## config.mk

```make
export PLATFORM = sky130hd
export DESIGN_NAME = hline_gen
export DESIGN_NICKNAME = d
export VERILOG_FILES = /design/src/rtl/hline_pkg.sv /design/src/rtl/hline_div.sv /design/src/rtl/hline_oreg.sv /design/src/rtl/hline_gen.sv
export SDC_FILE = /design/constraint.sdc
export NUM_CORES = 1
export LEC_CHECK = 0
export ABC_AREA = 1
export BUFFER_PORTS_ARGS = -buffer_cell sky130_fd_sc_hd__buf_2
export CAP_MARGIN = 20
export CORE_MARGIN = 5
export CORE_UTILIZATION = 26
export CTS_CLUSTER_DIAMETER = 200
export CTS_CLUSTER_SIZE = 16
export DETAILED_ROUTE_END_ITERATION = 7
export HOLD_SLACK_MARGIN = 0.08
export SKIP_LAST_GASP = 1
export SYNTH_ARGS = -nofsm -noshare
export SYNTH_HDL_FRONTEND = slang
export SYNTH_SLANG_ARGS = --single-unit
```

## constraint.sdc

```tcl
create_clock -name clk -period 1.3 [get_ports clk]
set_input_delay 0.13 -clock clk [delete_from_list [all_inputs] [get_ports clk]]
set_output_delay 0.13 -clock clk [all_outputs]
set_load 0.05 [all_outputs]
```

## src/rtl/hline_pkg.sv

```systemverilog
package hline_pkg;

    // Line structure: prescaler followed by the main divider.
    parameter int unsigned PRE_DIV    = 2;
    parameter int unsigned MAIN_DIV   = 16;
    parameter int unsigned LINE_SLOTS = PRE_DIV * MAIN_DIV;
    parameter int unsigned SLOT_W     = $clog2(LINE_SLOTS);

    // Pulse placement, in slots.
    parameter int unsigned HD_SLOTS    = 2;
    parameter int unsigned CLAMP_SLOT  = 2;
    parameter int unsigned CLAMP_SLOTS = 1;
    parameter int unsigned PROC_SLOTS  = 6;
    parameter int unsigned BEAM_SLOTS  = 4;
    parameter int unsigned HALF_SLOT   = LINE_SLOTS / 2;

    typedef logic [SLOT_W-1:0] slot_t;

    typedef struct packed {
        logic hdrive;
        logic hclamp;
        logic hblank;
        logic beam;
        logic line_start;
        logic half_line;
    } hpulse_t;

    function automatic hpulse_t decode_slot(slot_t s);
        hpulse_t     p;
        int unsigned v;
        v            = 32'(s);
        p.hdrive     = (v < HD_SLOTS);
        p.hclamp     = (v >= CLAMP_SLOT) && (v < CLAMP_SLOT + CLAMP_SLOTS);
        p.hblank     = (v < PROC_SLOTS);
        p.beam       = (v < BEAM_SLOTS);
        p.line_start = (v == 0);
        p.half_line  = (v == HALF_SLOT);
        return p;
    endfunction

endpackage

```

## src/rtl/hline_div.sv

```systemverilog
module hline_div
    import hline_pkg::*;
#(
    parameter int unsigned P_PRE  = PRE_DIV,
    parameter int unsigned P_MAIN = MAIN_DIV
) (
    input  logic  clk,
    input  logic  rst,
    input  logic  restart,
    output slot_t slot_nxt,
    output slot_t slot
);

    localparam int unsigned MAIN_W = $clog2(P_MAIN);

    logic [MAIN_W-1:0] main_q, main_d;
    logic              carry;
    logic              main_wrap;

    generate
        if (P_PRE > 1) begin : gen_pre
            localparam int unsigned PRE_W = $clog2(P_PRE);
            logic [PRE_W-1:0] pre_q, pre_d;
            logic             pre_wrap;

            assign pre_wrap = (pre_q == PRE_W'(P_PRE - 1));
            assign carry    = pre_wrap;

            always_comb begin
                if (restart || pre_wrap) pre_d = '0;
                else                     pre_d = pre_q + 1'b1;
            end

            always_ff @(posedge clk) begin
                if (rst) pre_q <= '0;
                else     pre_q <= pre_d;
            end

            assign slot_nxt = {main_d, pre_d};
            assign slot     = {main_q, pre_q};
        end else begin : gen_nopre
            assign carry    = 1'b1;
            assign slot_nxt = main_d;
            assign slot     = main_q;
        end
    endgenerate

    assign main_wrap = (main_q == MAIN_W'(P_MAIN - 1));

    always_comb begin
        if (restart)        main_d = '0;
        else if (!carry)    main_d = main_q;
        else if (main_wrap) main_d = '0;
        else                main_d = main_q + 1'b1;
    end

    always_ff @(posedge clk) begin
        if (rst) main_q <= '0;
        else     main_q <= main_d;
    end

    AST_SLOT_STEP: assert property (@(posedge clk) disable iff (rst)
        !restart |=> slot == slot_t'($past(slot) + 1'b1));

    AST_RESTART_ZERO: assert property (@(posedge clk) disable iff (rst)
        restart |=> slot == '0);

    AST_RESET_ZERO: assert property (@(posedge clk)
        rst |=> slot == '0);

endmodule

```

## src/rtl/hline_oreg.sv

```systemverilog
module hline_oreg
    import hline_pkg::*;
(
    input  logic    clk,
    input  logic    rst,
    input  logic    restart,
    input  hpulse_t nxt,
    output hpulse_t q
);

    always_ff @(posedge clk) begin
        if (rst) q <= decode_slot('0);
        else     q <= nxt;
    end

    AST_HD_TWO: assert property (@(posedge clk) disable iff (rst)
        ($rose(q.hdrive) && !restart) |=> q.hdrive);

    AST_CLAMP_PLACE: assert property (@(posedge clk) disable iff (rst)
        q.hclamp |-> (q.hblank && !q.hdrive));

    AST_BEAM_INSIDE: assert property (@(posedge clk) disable iff (rst)
        q.beam |-> q.hblank);

    AST_STROBE_EXCL: assert property (@(posedge clk) disable iff (rst)
        !(q.line_start && q.half_line));

    AST_HALF_SINGLE: assert property (@(posedge clk) disable iff (rst)
        q.half_line |=> !q.half_line);

endmodule

```

## src/rtl/hline_gen.sv

```systemverilog
module hline_gen
    import hline_pkg::*;
(
    input  logic             clk,
    input  logic             rst,
    input  logic             restart,
    output logic [SLOT_W-1:0] slot,
    output logic             hdrive,
    output logic             hclamp,
    output logic             hblank,
    output logic             beam_blank,
    output logic             line_start,
    output logic             half_line
);

    slot_t   slot_nxt;
    slot_t   slot_cur;
    hpulse_t pulse_nxt;
    hpulse_t pulse_q;

    hline_div u_div (
        .clk      (clk),
        .rst      (rst),
        .restart  (restart),
        .slot_nxt (slot_nxt),
        .slot     (slot_cur)
    );

    assign pulse_nxt = decode_slot(slot_nxt);

    hline_oreg u_oreg (
        .clk     (clk),
        .rst     (rst),
        .restart (restart),
        .nxt     (pulse_nxt),
        .q       (pulse_q)
    );

    assign slot       = slot_cur;
    assign hdrive     = pulse_q.hdrive;
    assign hclamp     = pulse_q.hclamp;
    assign hblank     = pulse_q.hblank;
    assign beam_blank = pulse_q.beam;
    assign line_start = pulse_q.line_start;
    assign half_line  = pulse_q.half_line;

    AST_START_ALIGN: assert property (@(posedge clk) disable iff (rst)
        line_start |-> slot_cur == '0);

    AST_HALF_ALIGN: assert property (@(posedge clk) disable iff (rst)
        half_line |-> slot_cur == slot_t'(HALF_SLOT));

endmodule

```

# Yosys cells after proc, flatten, opt, wreduce, memory -nomap -nowiden
# Index checks and enable logic that the tools add are counted.
# word_totals
register_bits	11
input_bits	3
output_inout_bits	11
word_cells	24
# op_classes
n_addsub	2
magnitude_cmp	5
eq_ne	2
n_mux	4
n_reduce_logical	3
# ops
cell	count
2-to-1 mux 4 bit	3
< comparator 5 x 2 -> 1 bit, second input constant	2
< comparator 5 x 3 -> 1 bit, second input constant	2
== test 5 bit, second input constant	1
>= comparator 5 x 2 -> 1 bit, second input constant	1
zero test 5 bit	1
adder 4 x 1 -> 4 bit, second input constant	1
== test 4 bit, second input constant	1
adder 1 bit, second input constant	1
logical AND 1 bit	1
logical OR 1 bit	1
2-to-1 mux 1 bit	1

# Depth between registers and ports, before layout
# Gate-level depths: netlist of run 1.
# depth
depth_word	6
mapped_depth	8
ltp_nobuf	8

# Cells and area by module
# Synthesis of run 1 repeated with hierarchy kept, for this count alone.
# unflattened
cells_unflattened	76
hier_area_um2	524.3
# by_module_without_submodules
mod	instances	cells_per_inst	area_each_um2	seq_area_each_um2
hline_div	1	39	282.8	100.1
hline_oreg	1	19	168.9	120.1
hline_gen	1	18	72.6	0.0

# Worst setup path after synthesis of run 1
# Ideal clock, no wire load.
# synth_path
path_kind	reg2reg
start	register u_div.main_q[0]
end	register u_oreg.q[4] (netlist bit)
setup_time_ns	0.062
arrival_time_ns	1.461
required_time_ns	1.238
setup_slack_ns	-0.223
path_stages_with_launch	8
n_path_buf	0
synth_period_minus_slack_ns	1.523
path_cell_list	dfxtp_1 > ha_1 > nand3_4 > nor2_8 > nor2_2 > nand2_4 > nand2_2 > nor2_2
# synth_between
elab_chain_cells	6
word_cells_on_any_way	8
cone_classes	1 x add/sub; 2 x order compare; 1 x eq/ne; 3 x mux; 1 x reduce/logical
# synth_rtl
element	line_no	text
from (decl)	hline_div.sv:16	logic [MAIN_W-1:0] main_q, main_d;
from (signal assigned)	hline_div.sv:59	else main_q <= main_d;
adder 4 x 1 -> 4 bit / == test 4 bit (equally long branches)	hline_div.sv:54, hline_div.sv:48	
2-to-1 mux 4 bit	hline_div.sv:53	else if (main_wrap) main_d = '0;
2-to-1 mux 4 bit *	hline_div.sv:52	else if (!carry) main_d = main_q;
2-to-1 mux 4 bit *	hline_div.sv:51	if (restart) main_d = '0;
>= comparator 5 x 2 -> 1 bit / < comparator 5 x 2 -> 1 bit (equally long branches)	hline_pkg.sv:33	p.hclamp = (v >= CLAMP_SLOT) && (v < CLAMP_SLOT + CLAMP_SLOTS);
logical AND 1 bit *	hline_pkg.sv:33	
to (signal assigned)	hline_oreg.sv:12	if (rst) q <= decode_slot('0);
to (signal assigned)	hline_oreg.sv:13	else q <= nxt;
to (decl)	hline_oreg.sv:8	output hpulse_t q
# Mark *: on every way between the ends. The rest lies on a longest branch, timed or not.
# A chain may end at the register's enable or synchronous reset.

# Worst setup path in the final report of run 1
# layout_path
start	register u_div.main_q[0]
end	register u_oreg.q[0] (netlist bit)
# layout_between
elab_chain_cells	5
word_cells_on_any_way	6
cone_classes	1 x add/sub; 2 x eq/ne; 3 x mux
# layout_rtl
element	line_no	text
adder 4 x 1 -> 4 bit / == test 4 bit (equally long branches)	hline_div.sv:54, hline_div.sv:48	
2-to-1 mux 4 bit	hline_div.sv:53	
2-to-1 mux 4 bit *	hline_div.sv:52	
2-to-1 mux 4 bit *	hline_div.sv:51	
== test 5 bit *	hline_pkg.sv:37	p.half_line = (v == HALF_SLOT);
# Marks and branches as above.

==> out/summary.txt, run 1 <==
outcome - completed
DRC - 0
crit path kind - flip-flop to flip-flop
I/O Buffers - 13
worst endpoint required time - 1.51 ns
DIE AREA - 3080 um2
Post-Synth XOR/XNOR Area - 0
VDD IR-drop max - 0.000595 V
ant diodes - 0
nature of the critical path startpoint - flip-flop
worst-path cell chain - ha_1 > nand3_4 > nor2_8 > nor2_4 > nor2_2 > nand2_1 > nor2_1
share of cells above drive strength 1 - 0.482
final-report hold violation count - 0
RSZ-0062 raised after global routing - false
Mapped Area - 539 um2
gr usage total - 0.0793
CTS Buf Count - 3
Synth Area in Adders - 0.0232
Final Max Tran Viols - 0
syn avg cell area - 8.05 um2
worst slew pin tran - 0.251 ns
Post-synth top flop - dfxtp_1
YS warnings - 0
CTS H-tree lvls - 1
Worst Path Buf+Inv - 0
post-synth top area share - 0.408
TritonCTS clock tree - done
total congestion overflow - 0
die span in y - 55.5 um
clock latency on the worst-skew pair - 0.27 ns
Yosys reg bits - 11
Setup violations, final - 0
Crit path max-delay family - simple AND/OR/NAND/NOR gates
Rows - 16
Synth cell types - 17
Die W - 55.5 um
Crit. Startpoint - u_div.main_q[0]$_SDFF_PP0_
most frequent cell after synthesis - nand2_1
ys async rst share - 0
initial core utilization - 0.275
EDFF count, synth - 0
R2R Path Start - u_div.main_q[0]$_SDFF_PP0_
largest net degree at the start of global routing - 10
Routed Antenna Nets - 0
Pleak - 0.359 nW
TNS Setup - 0 ns
Hold WS - 0.0959 ns
Slowest-stage cell, CP - dfxtp_4
most frequent cells after synthesis - nand2_1, dfxtp_1, inv_1, nor2_1, nor2_2
hold buffers post-CTS - 0
Mapped Nets - 71
first-pass GRT wire length - 1850 um
PD cells - 1010 nW/um2
HPWL Detailed - 827 um
vias per cell - 4.05
crit path DAT - 1.42 ns
largest family of logic cells by synthesized area - simple AND/OR/NAND/NOR gates
ranking of synthesized cells by area - dfxtp_1, nand2_1, inv_1
Root Driver - clkbuf_4
vias in the first global route - 435
RePlAce Congestion - 0.830
clk_skew - 0.00319 ns
Max Fclk - 0.822 GHz
min-delay worst type - input pin to flip-flop
area grow syn2layout - 25.5%
Compound-Gate Fraction of Synth Area - 0.0162
Clock transition at path regs - 0.07 ns
I/O Pins - 14
fin crit period - 1.22 ns
Post-Syn Instances - 67
HP Start - rst
post-synthesis mux area share - 0
Routed WL - 1080 um
fin crit share - 0.936
core area - 1960 um2
nets - 88
Fill cells - 230
Max transition margin - 0.834
crit end category - flip-flop
post-synth top area cell - dfxtp_1
Vias - 446
WL/cell - 9.78 um
drt first pass iters - 3
Seq/Total Area, Yosys - 0.408
Max Cap Viol - 0
Synth Area in Simple Gates - 0.441
initial antenna violation count - 0
Max Root-Sink Buffers - 2
max incr delay on CP - 0.36 ns
DR iter-0 viols - 10
Sinks on Clock Net - 11
critical-path maximum fanout - 4
## area by class of cell
cell class	count	area, um2	share of cell area
clock buffers	4	26.3	0.0388
inverters	11	41.3	0.0610
multi-input cells	43	272	0.401
flip-flops and latches	11	231	0.342
well taps	27	33.8	0.0499
repair buffers	14	72.6	0.107
## sequential cells by signal, summed over array words and instances, names as in the netlist
register      flops
u_oreg.q          6
u_div.main_q      4
u_div.carry       1
## where the power goes
group | switching [mW] | leakage [nW] | internal, mW | total (mW)
registers | 0.00841 | 0.0925 | 0.344 | 0.352
logic | 0.0712 | 0.252 | 0.0264 | 0.0976
clock network | 0.112 | 0.0150 | 0.119 | 0.231
total | 0.192 | 0.359 | 0.489 | 0.681
## logic make-up (layout without fill, tap and decap cells)
group	after synthesis	in the layout
buffers and inverters	13	29
adder cells (fa/ha/maj)	1	1
flip-flops	11	11
AND/OR/NAND/NOR	41	41
AO/OA/AOI/OAI	1	1
## worst paths after layout
kind	endpoint	slack [ns]	cells after the start
worst max-delay path	u_oreg.q[0]$_SDFF_PP0_	0.08	7
worst min-delay path	u_div.carry$_SDFF_PP0_	0.1	2
worst max register to register	u_oreg.q[0]$_SDFF_PP0_	0.08	7
worst min register to register	u_oreg.q[4]$_SDFF_PP0_	0.55	2
## placed cells by master, fill, tap and decap left out
master and count:
nand2_2 4, nor2_4 2, dfxtp_1 6, nor3_2 1, nand2_1 14, inv_1 9
buf_4 1, clkbuf_4 3, ha_1 1, inv_2 2, nand3_4 1, nand3_1 3
dfxtp_4 2, nand3_2 3, nor2_2 2, dfxtp_2 3, nor2_8 1, nor2_1 9
nand2_4 1, clkbuf_1 1, buf_2 13, o21ai_2 1
## per-layer routing
layer	vias to the layer above	part of all wire	track usage
met5	-	0	0
met4	0	0.028	0.0521
met3	4	0.061	0.0373
met2	12	0.47	0.127
met1	198	0.44	0.0825
li1	232	-	-
## worst register-to-register path, delay by kind of cell, from the launching register on
family / cells / cell delay [ns]
and+or+nand+nor: 6 / 0.57
DFF: 1 / 0.36
adders and majority gates: 1 / 0.21
## metrics by stage
stage                     cells  total power [mW]  worst slack (ns)  utilization  cell area, um2
after floorplan              67             0.435            0.0570            -             549
after global placement      105             0.451            0.0769        0.321             629
after detailed placement    105             0.452            0.0625        0.321             629
after CTS                   109             0.686            0.0195        0.334             656
after global routing        110             0.715           0.00311        0.345             677
final                       110             0.681            0.0833        0.345             677
## what timing repair did
action / in CTS / in global routing
endpoints found under the setup margin: 0 / 7
buffers inserted: 0 / 1
resized for setup: 0 / 4
Power figures use the tool's default switching activity.
==> inputs of run 2 (changes only) <==
Settings changed: CORE_ASPECT_RATIO set to 0.8.
==> run 2 against run 1 <==
Clock skew down 0.0029 ns. Total power shrank 1.0%. Core utilization grew 0.56 points. Final cell count shrank 1.8%. Register-to-register slack about the same.
==> out/summary.txt, run 2 (synthesis gave the netlist of run 1 again) <==
RSZ-0062 raised after global routing - true
clk_skew - 0.000327 ns (-0.00287 ns)
Final Max Tran Viols - 0 (unchanged)
pre-CTS setup slack - 0.0494 ns (-0.0131 ns)
vias per cell - 4.10 (+1.2%)
Largest register FFs - 6 (unchanged)
total congestion overflow - 0 (unchanged)
share of cells above drive strength 1 - 0.464 (-0.0176)
worst slew pin tran - 0.251 ns (-0.000578 ns)
WL/cell - 9.44 um (-3.4%)
final-report hold violation count - 0 (unchanged)
min-delay worst type - input pin to flip-flop
Root Driver - clkbuf_4
TritonCTS clock tree - done
nets - 89 (+1.1%)
clock network fraction of design power - 0.333 (-0.006)
crit path kind - flip-flop to flip-flop
HPWL Detailed - 848 um (+2.5%)
Pleak - 0.363 nW (+1.2%)
footprint of the multi-input gates - 264 um2 (-2.8%)
Logic pwr share - 0.145 (+0.002)
most frequent cells in the layout - nand2_1, buf_2, nor2_1, inv_1, dfxtp_1
fin crit share - 0.933 (-0.00282)
critical-path maximum fanout - 4 (unchanged)
DR iter-0 viols - 4 (-6)
clock latency on the worst-skew pair - 0.26 ns (about the same)
Max Root-Sink Buffers - 2 (unchanged)
gr usage total - 0.0807 (+0.00139)
drt first pass iters - 2 (-1)
Max Fclk - 0.824 GHz (+0.30%)
postcts setup bufs - 0 (unchanged)
Setup violations, final - 0 (unchanged)
DRC - 0 (unchanged)
ant diodes - 0 (unchanged)
Sinks on Clock Net - 11 (unchanged)
Die W - 60.9 um (+9.7%)
PnR worst setup slack - 0.0869 ns (+0.00367 ns)
die span in y - 50.7 um (-8.7%)
I/O Buffers - 13 (unchanged)
Rows - 14 (-2)
largest net degree at the start of global routing - 8 (-2)
Vias - 443 (-0.67%)
worst endpoint required time - 1.46 ns (-0.05 ns)
Fill cells - 223 (-3.0%)
fin util - 0.351 (+0.00562)
fin crit period - 1.21 ns (-0.00367 ns)
commonest non-fill, non-tap cell in the layout - nand2_1
Net Sw Frac - 0.272 (-0.00931)
Max transition margin - 0.834 (about the same)
Sequential Area - 231 um2 (unchanged)
outcome - completed
Post-DP Area - 633 um2 (+0.60%)
VDD IR-drop max - 0.000405 V (-32%)
CTS Buf Count - 3 (unchanged)
initial core utilization - 0.280 (+0.00500)
crit end category - flip-flop
area grow syn2layout - 25.3%
vias in the first global route - 416 (-4.4%)
Max Cap Viol - 0 (unchanged)
core area - 1930 um2 (-1.8%)
initial antenna violation count - 0 (unchanged)
RePlAce Congestion - 0.803 (-3.3%)
Hold WS - 0.198 ns (+0.102 ns)
PD cells - 997 nW/um2 (-0.86%)
I/O Pins - 14 (unchanged)
DIE AREA - 3090 um2 (+0.19%)
first-pass GRT wire length - 1780 um (-3.7%)
Routed WL - 1020 um (-5.2%)
P_int - 0.490 mW (+0.24%)
nature of the critical path startpoint - flip-flop
Seq pwr share - 0.522 (+0.004)
Sw Pwr - 0.183 mW (-4.3%)
Routed Antenna Nets - 0 (unchanged)
post-route cell area - 676 um2 (-0.18%)
Clock transition at path regs - 0.06 ns (about the same)
crit path DAT - 1.37 ns (-0.05 ns)
Biggest register - u_oreg.q
CTS H-tree lvls - 1 (unchanged)
[run 2: changes by cell type in the layout (fill, tap and decap cells not counted), sizes merged]
cell	before	now
dlygate4sd3	0	1
[run 2: power by group through the flow]
| stage | Combinational, mW | Clock (mW) | Sequential (mW) |
|---|---|---|---|
| floorplan | 0.0516 | 0 | 0.383 |
| global placement | 0.0949 | 0 | 0.359 |
| detailed placement | 0.0953 | 0 | 0.359 |
| CTS | 0.0978 | 0.238 | 0.352 |
| global route | 0.108 | 0.249 | 0.353 |
| finish | 0.0976 | 0.225 | 0.352 |
[run 2: cell type report]
| cell class | count | area share |
|---|---|---|
| timing repair buffer | 15 | 0.122 |
| multi-input combinational | 43 | 0.391 |
| tap | 24 | 0.0444 |
| clock buffer | 4 | 0.0389 |
| inverter | 11 | 0.0611 |
| sequential | 11 | 0.343 |
[run 2: worst max-delay path, cell delays in order, from the launching register on]
cell	delay, ns
dfxtp_4	0.36
ha_1	0.24
nand3_4	0.11
nor2_8	0.05
nor2_2	0.16
nand2_1	0.07
nand3_1	0.08
nand2_1	0.04
[run 2: final timing paths]
check | start | to | slack [ns] | cells past startpoint
worst max register to register | u_div.main_q[0]$_SDFF_PP0_ | u_oreg.q[3]$_SDFF_PP1_ | 0.09 | 7
worst min-delay path | restart | u_div.main_q[3]$_SDFF_PP0_ | 0.20 | 4
worst max-delay path | u_div.main_q[0]$_SDFF_PP0_ | u_oreg.q[3]$_SDFF_PP1_ | 0.09 | 7
worst min register to register | u_div.carry$_SDFF_PP0_ | u_oreg.q[4]$_SDFF_PP0_ | 0.54 | 2
[run 2: repair_timing]
action                     4_1_cts  5_1_grt
gates resized for setup          1        1
hold buffers                     1        0
hold endpoints to repair         3        0
setup endpoints to repair        1        3
[run 2: per-layer routing]
metal | wire length (um) | up-vias | track usage
met5 | 0 | - | 0
met4 | 12 | 0 | 0.0325
met3 | 94 | 2 | 0.0564
met2 | 469 | 10 | 0.123
met1 | 444 | 197 | 0.0864
li1 | - | 234 | -
[run 2: stage by stage]
step	std cells	power, mW	setup TNS (ns)
final	108	0.674	0
after global routing	108	0.709	-0.0142
after CTS	108	0.688	0
after detailed placement	103	0.454	0
after global placement	103	0.454	0
after floorplan	67	0.435	0
